$ cat src/rtl/spi_xip_pkg.sv
package spi_xip_pkg;

  typedef enum logic [2:0] {
    ST_IDLE,
    ST_OPCODE,
    ST_ADDR,
    ST_DUMMY,
    ST_DATA
  } seqStateT;

  typedef struct packed {
    logic       clearShift;
    logic       shiftEn;
    logic [2:0] lanes;
    logic       loadOp;
    logic       loadAddr;
  } ctrlStrobeT;

  // Lane count for a fast read command; 0 means not a fast read.
  function automatic logic [2:0] fastReadLanes(input logic [7:0] cmd);
    case (cmd)
      8'h0B:   return 3'd1;
      8'hBB:   return 3'd2;
      8'hEB:   return 3'd4;
      default: return 3'd0;
    endcase
  endfunction

  // Lane count selected by the non-volatile field; 0 means XIP off.
  function automatic logic [2:0] nvLanes(input logic [2:0] code);
    case (code)
      3'b100:  return 3'd1;
      3'b101:  return 3'd2;
      3'b110:  return 3'd4;
      default: return 3'd0;
    endcase
  endfunction

endpackage

$ cat src/rtl/spixip_datapath.sv
module spixip_datapath
  import spi_xip_pkg::*;
#(
  parameter int ADDR_BITS = 24,
  parameter int OP_BITS   = 8
) (
  input  logic                 clk,
  input  logic                 porRst,
  input  logic                 sck,
  input  logic [3:0]           dq,
  input  ctrlStrobeT           strb,
  output logic                 sckRise,
  output logic [OP_BITS-1:0]   nextOp,
  output logic [OP_BITS-1:0]   opcode,
  output logic [ADDR_BITS-1:0] address,
  output logic                 addrValid
);

  logic                 sckQ;
  logic [ADDR_BITS-1:0] shiftReg;
  logic [ADDR_BITS-1:0] shiftNext;

  assign sckRise = sck & ~sckQ;
  assign nextOp  = shiftNext[OP_BITS-1:0];

  always_comb begin
    case (strb.lanes)
      3'd4:    shiftNext = {shiftReg[ADDR_BITS-5:0], dq[3:0]};
      3'd2:    shiftNext = {shiftReg[ADDR_BITS-3:0], dq[1:0]};
      default: shiftNext = {shiftReg[ADDR_BITS-2:0], dq[0]};
    endcase
  end

  always_ff @(posedge clk) begin
    if (porRst) begin
      sckQ      <= 1'b0;
      shiftReg  <= '0;
      opcode    <= '0;
      address   <= '0;
      addrValid <= 1'b0;
    end else begin
      sckQ      <= sck;
      addrValid <= strb.loadAddr;
      if (strb.clearShift)   shiftReg <= '0;
      else if (strb.shiftEn) shiftReg <= shiftNext;
      if (strb.loadOp)   opcode  <= nextOp;
      if (strb.loadAddr) address <= shiftNext;
    end
  end

endmodule

$ cat src/rtl/spixip_control.sv
module spixip_control
  import spi_xip_pkg::*;
#(
  parameter int ADDR_BITS    = 24,
  parameter int OP_BITS      = 8,
  parameter int DUMMY_CYCLES = 8
) (
  input  logic               clk,
  input  logic               porRst,
  input  logic               csN,
  input  logic               sckRise,
  input  logic               dq0,
  input  logic               volXipOff,
  input  logic [2:0]         nvXipType,
  input  logic [OP_BITS-1:0] nextOp,
  output ctrlStrobeT         strb,
  output logic               frameAddrFirst,
  output logic [2:0]         laneWidth,
  output logic               xipActive
);

  localparam int MAX_EDGES = (ADDR_BITS > DUMMY_CYCLES) ? ADDR_BITS : DUMMY_CYCLES;
  localparam int CW        = $clog2(MAX_EDGES + 1);

  seqStateT      state;
  logic [CW-1:0] cnt;
  logic [CW-1:0] limit;
  logic          lastEdge;
  logic [2:0]    xipLanes;
  logic [2:0]    frameLanes;
  logic [2:0]    opLanes;
  logic [2:0]    porLanes;

  assign opLanes   = fastReadLanes(nextOp);
  assign porLanes  = nvLanes(nvXipType);
  assign laneWidth = frameLanes;

  always_comb begin
    case (state)
      ST_OPCODE: limit = CW'(OP_BITS);
      ST_ADDR: begin
        case (frameLanes)
          3'd4:    limit = CW'(ADDR_BITS / 4);
          3'd2:    limit = CW'(ADDR_BITS / 2);
          default: limit = CW'(ADDR_BITS);
        endcase
      end
      ST_DUMMY: limit = CW'(DUMMY_CYCLES);
      default:  limit = CW'(1);
    endcase
    lastEdge        = (cnt == limit - 1'b1);
    strb.clearShift = (state == ST_IDLE);
    strb.shiftEn    = sckRise && (state == ST_OPCODE || state == ST_ADDR);
    strb.lanes      = frameLanes;
    strb.loadOp     = strb.shiftEn && (state == ST_OPCODE) && lastEdge;
    strb.loadAddr   = strb.shiftEn && (state == ST_ADDR) && lastEdge;
  end

  always_ff @(posedge clk) begin
    if (porRst) begin
      state          <= ST_IDLE;
      cnt            <= '0;
      xipActive      <= (porLanes != 3'd0);
      xipLanes       <= (porLanes != 3'd0) ? porLanes : 3'd1;
      frameLanes     <= (porLanes != 3'd0) ? porLanes : 3'd1;
      frameAddrFirst <= 1'b0;
    end else if (csN) begin
      state      <= ST_IDLE;
      cnt        <= '0;
      frameLanes <= xipActive ? xipLanes : 3'd1;
    end else begin
      case (state)
        ST_IDLE: begin
          frameAddrFirst <= xipActive;
          state          <= xipActive ? ST_ADDR : ST_OPCODE;
          cnt            <= '0;
        end
        ST_OPCODE: if (sckRise) begin
          if (lastEdge) begin
            cnt <= '0;
            if (opLanes != 3'd0) begin
              frameLanes <= opLanes;
              state      <= ST_ADDR;
            end else begin
              state <= ST_DATA;
            end
          end else begin
            cnt <= cnt + 1'b1;
          end
        end
        ST_ADDR: if (sckRise) begin
          if (lastEdge) begin
            cnt   <= '0;
            state <= ST_DUMMY;
          end else begin
            cnt <= cnt + 1'b1;
          end
        end
        ST_DUMMY: if (sckRise) begin
          if (cnt == '0) begin
            if (frameAddrFirst) begin
              xipActive <= ~dq0;
            end else if (!volXipOff && !dq0) begin
              xipActive <= 1'b1;
              xipLanes  <= frameLanes;
            end
          end
          if (lastEdge) begin
            cnt   <= '0;
            state <= ST_DATA;
          end else begin
            cnt <= cnt + 1'b1;
          end
        end
        default: state <= ST_DATA;
      endcase
    end
  end

endmodule

$ cat src/rtl/spi_xip_sequencer.sv
module spi_xip_sequencer
  import spi_xip_pkg::*;
#(
  parameter int DUMMY_CYCLES = 8
) (
  input  logic        clk,
  input  logic        porRst,
  input  logic        csN,
  input  logic        sck,
  input  logic [3:0]  dq,
  input  logic        volXipOff,
  input  logic [2:0]  nvXipType,
  output logic        frameAddrFirst,
  output logic [7:0]  opcode,
  output logic [23:0] address,
  output logic [2:0]  laneWidth,
  output logic        addrValid,
  output logic        xipActive
);

  localparam int ADDR_BITS = 24;
  localparam int OP_BITS   = 8;

  ctrlStrobeT         strb;
  logic               sckRise;
  logic [OP_BITS-1:0] nextOp;

  spixip_datapath #(
    .ADDR_BITS(ADDR_BITS),
    .OP_BITS  (OP_BITS)
  ) i_datapath (
    .clk      (clk),
    .porRst   (porRst),
    .sck      (sck),
    .dq       (dq),
    .strb     (strb),
    .sckRise  (sckRise),
    .nextOp   (nextOp),
    .opcode   (opcode),
    .address  (address),
    .addrValid(addrValid)
  );

  spixip_control #(
    .ADDR_BITS   (ADDR_BITS),
    .OP_BITS     (OP_BITS),
    .DUMMY_CYCLES(DUMMY_CYCLES)
  ) i_control (
    .clk           (clk),
    .porRst        (porRst),
    .csN           (csN),
    .sckRise       (sckRise),
    .dq0           (dq[0]),
    .volXipOff     (volXipOff),
    .nvXipType     (nvXipType),
    .nextOp        (nextOp),
    .strb          (strb),
    .frameAddrFirst(frameAddrFirst),
    .laneWidth     (laneWidth),
    .xipActive     (xipActive)
  );

endmodule

$ cat config.mk
export PLATFORM = sky130hd
export DESIGN_NAME = spi_xip_sequencer
export DESIGN_NICKNAME = d
export VERILOG_FILES = /design/src/rtl/spi_xip_pkg.sv /design/src/rtl/spixip_datapath.sv /design/src/rtl/spixip_control.sv /design/src/rtl/spi_xip_sequencer.sv
export SDC_FILE = /design/constraint.sdc
export NUM_CORES = 1
export LEC_CHECK = 0
export BUFFER_PORTS_ARGS = -buffer_cell sky130_fd_sc_hd__buf_2
export CORE_MARGIN = 2
export CORE_UTILIZATION = 50
export CTS_CLUSTER_SIZE = 8
export DETAILED_ROUTE_END_ITERATION = 6
export PLACE_DENSITY_LB_ADDON = 0.05
export REMOVE_ABC_BUFFERS = 1
export SLEW_MARGIN = 20
export SYNTH_ARGS = -nofsm -noshare
export SYNTH_HDL_FRONTEND = slang
export SYNTH_SLANG_ARGS = --single-unit
$ cat constraint.sdc
create_clock -name clk -period 3.32 [get_ports clk]
set_clock_uncertainty 0.2 [all_clocks]
set_input_delay 0.664 -clock clk [delete_from_list [all_inputs] [get_ports clk]]
set_output_delay 0.664 -clock clk [all_outputs]
set_load 0.1 [all_outputs]
==> run summary <==
Status: finished clean
Area contributors post-synth: dfxtp_1, mux2i_1, nand2_1
Most frequent cells in the layout: nand2_1, dfxtp_1, buf_2, nor2_1, mux2i_1
Initial Utilization: 52.0%
Top-area cell type share of the netlist area: 37.0%
Final setup viols: 0
Routed vias/inst: 5.52
Input/output buffers: 49
# fillers: 652
Largest net degree at the start of global routing: 52
Antenna viol nets, final: 0
Post-Synthesis Cells: 420
Clk Latency, worst-skew pair: 0.34 ns
CTS root buffer: clkbuf_8
Synth Warn #: 0
Synthesized cell area: 3570 sq um
Fraction of registers with async set/reset: 0%
Final Wtd Congestion: 0.815
H-tree levels: 3
CTS tree: built
PwrDens: 436 nW/um^2
Post-CTS Hold Buffers: 0
Number of enable flip-flop cells after synthesis: 7
Max VDD drop: 0.282 mV
Average size of a mapped cell: 8.51 sq um
1st-iter DRT viols: 249
Post-CTS setup buffer count: 0
First-pass GRT wire length: 14.1 mm
Leakage: 0.00149 uW
Area Growth Syn to Fin: 13.0%
CTS max path bufs: 2
Worst-margin pin slew: 0.890 ns
Total Routing Usage GR: 22.9%
Routed Wire Length: 8.25 mm
Clk pin slew, worst setup/hold paths: 0.08 ns
Sequential share of power: 51.8%
Comb pwr share: 11.6%
Crit path max fanout: 21
Clock Power Share: 36.6%
Initial antenna violation count: 0
DR DRC count: 0
FF+latch area: 1530 sq um
Yosys cell types: 48
Slack of the critical path: 0.404 ns
Post-place setup slack: 0.442 ns
Internal power: 1280 uW
Routed length per instance: 14.8 um
Share of the yosys chip area belonging to registers: 42.8%
F_max: 0.343 GHz
Cell taking the most area after synthesis: dfxtp_1
Critical Path AT: 2.77 ns
Rel. slew slack: 40.6%
Fin cells: 556
Fin crit share: 87.8%
Final nets: 470
Die width: 88.6 um
Rows: 30
RSZ-0062 raised after global routing: false
Share of cells above drive strength 1: 18.5%
Die H: 88.6 um
Max_cap viols: 0
Number of detailed-route iterations in the first pass: 4
Sw Ratio: 27.2%
Core Region: 6870 sq um
Switching Power: 478 uW
CTS resizes: 0
Worst endpoint required time: 3.17 ns
Via count: 3070
Synth Flop Type: dfxtp_1
Slew Limit Fails: 0
Area of the multi-input gates: 1850 sq um
Commonest non-fill, non-tap cell in the layout: nand2_1
# IOs: 50
Critical Path End Type: register
Flops & latches, synth: 73
Hpwl dp: 5.48 mm
Die area: 7840 sq um
Crit Path Category: reg2reg
Sinks on the clock net: 73
Total gr overflow: 0
CTS Buf Count: 9
Hold WC Path Type: reg2reg
Min cycle time layout: 2.92 ns
Hold Vio Cnt, Final: 0
DP Cell Count: 541
Number of global-route vias before repair: 2981
Number of diodes: 0
CP Launch Type: register
## routing by layer
layer | track usage, % | share of wire (%) | vias up | wire [um]
li1 | - | - | 1543 | -
met1 | 32.0 | 51 | 1441 | 4200
met2 | 33.8 | 43 | 78 | 3520
met3 | 7.37 | 5.5 | 8 | 452
met4 | 7.02 | 0.91 | 0 | 75
met5 | 0 | 0 | - | 0
## final timing paths
kind	startpoint	end	slack, ns	depth (start not counted)
hold / removal	i_datapath.shiftReg[22]$_SDFFE_PP0P_	i_datapath.shiftReg[22]$_SDFFE_PP0P_	0.26	2
setup reg to reg	i_control.laneWidth[1]$_DFFE_PP_	i_control.laneWidth[1]$_DFFE_PP_	0.40	7
hold reg to reg	i_datapath.shiftReg[22]$_SDFFE_PP0P_	i_datapath.shiftReg[22]$_SDFFE_PP0P_	0.26	2
setup / recovery	i_control.laneWidth[1]$_DFFE_PP_	i_control.laneWidth[1]$_DFFE_PP_	0.40	7
## cells in the mapped netlist (all sizes together) (2+ instances only)
cell type and n:
a21o 2, a41oi 2, nand2 71, nor2b 11, and4 2, inv 6, ha 2, a311oi 4
a22oi 23, or3b 2, mux2i 33, edfxtp 7, nor3 5, buf 9, o21ai 23, a211oi 4
nand4b 5, nor2 46, o2bb2ai 6, or2 5, dfxtp 66, or4 3, and2 2, nand2b 4
a21oi 27, o31a 2, clkbuf 25, o21ba 2, nand3 7
## critical path: stages (launching register included)
cell and delay, ns:
edfxtp_1 0.48, xor2_1 0.27, nand2_1 0.19, buf_4 0.26
a2111oi_4 0.45, nand4_1 0.23, a311o_1 0.39, nand2b_1 0.14
## power by group through the flow
stage	clock network [uW]	registers [uW]	logic (uW)
after global routing	700	914	221
after detailed placement	0	933	203
final	645	913	204
after floorplan	0	978	89.8
after global placement	0	932	202
after CTS	665	912	203
## flip-flops by register name (all words and copies together) (netlist names)
| signal | flops |
|---|---|
| i_datapath.address | 24 |
| i_datapath.shiftReg | 23 |
| i_datapath.opcode | 8 |
| i_control.cnt | 5 |
| i_control.laneWidth | 3 |
| i_control.state | 3 |
| i_control.xipLanes | 3 |
| i_control.frameAddrFirst | 1 |
| i_control.xipActive | 1 |
| i_datapath.addrValid | 1 |
| i_datapath.sckQ | 1 |
## area by class of cell
type	count	share of cell area, %
inverters	6	0.558
flip-flops and latches	73	37.9
clock buffers	13	4.18
multi-input cells	307	45.8
clock inverters	2	0.310
well taps	96	2.97
repair buffers	59	8.24
## metrics by stage
stage	util [%]	TNS [ns]	power (uW)	hold WS, ns	instance area [sq um]
5_1_grt	58.8	0	1840	0.299	4040
3_3_place_gp	56.1	0	1130	0.243	3860
2_1_floorplan	-	-12.25	1070	0.237	3400
3_5_place_dp	56.1	0	1140	0.253	3860
4_1_cts	58.8	0	1780	0.264	4040
6_report	58.8	0	1760	0.263	4040
## cells by family after synthesis
group | Yosys count | share of synthesized area [%]
fa+ha+maj | 2 | 0.700
flops | 73 | 42.8
simple gates | 167 | 21.5
compound gates | 103 | 19.7
xor+xnor | 1 | 0.245
buf+inv | 40 | 5.43
mux | 34 | 9.56
(Power assumes the default switching activity.)
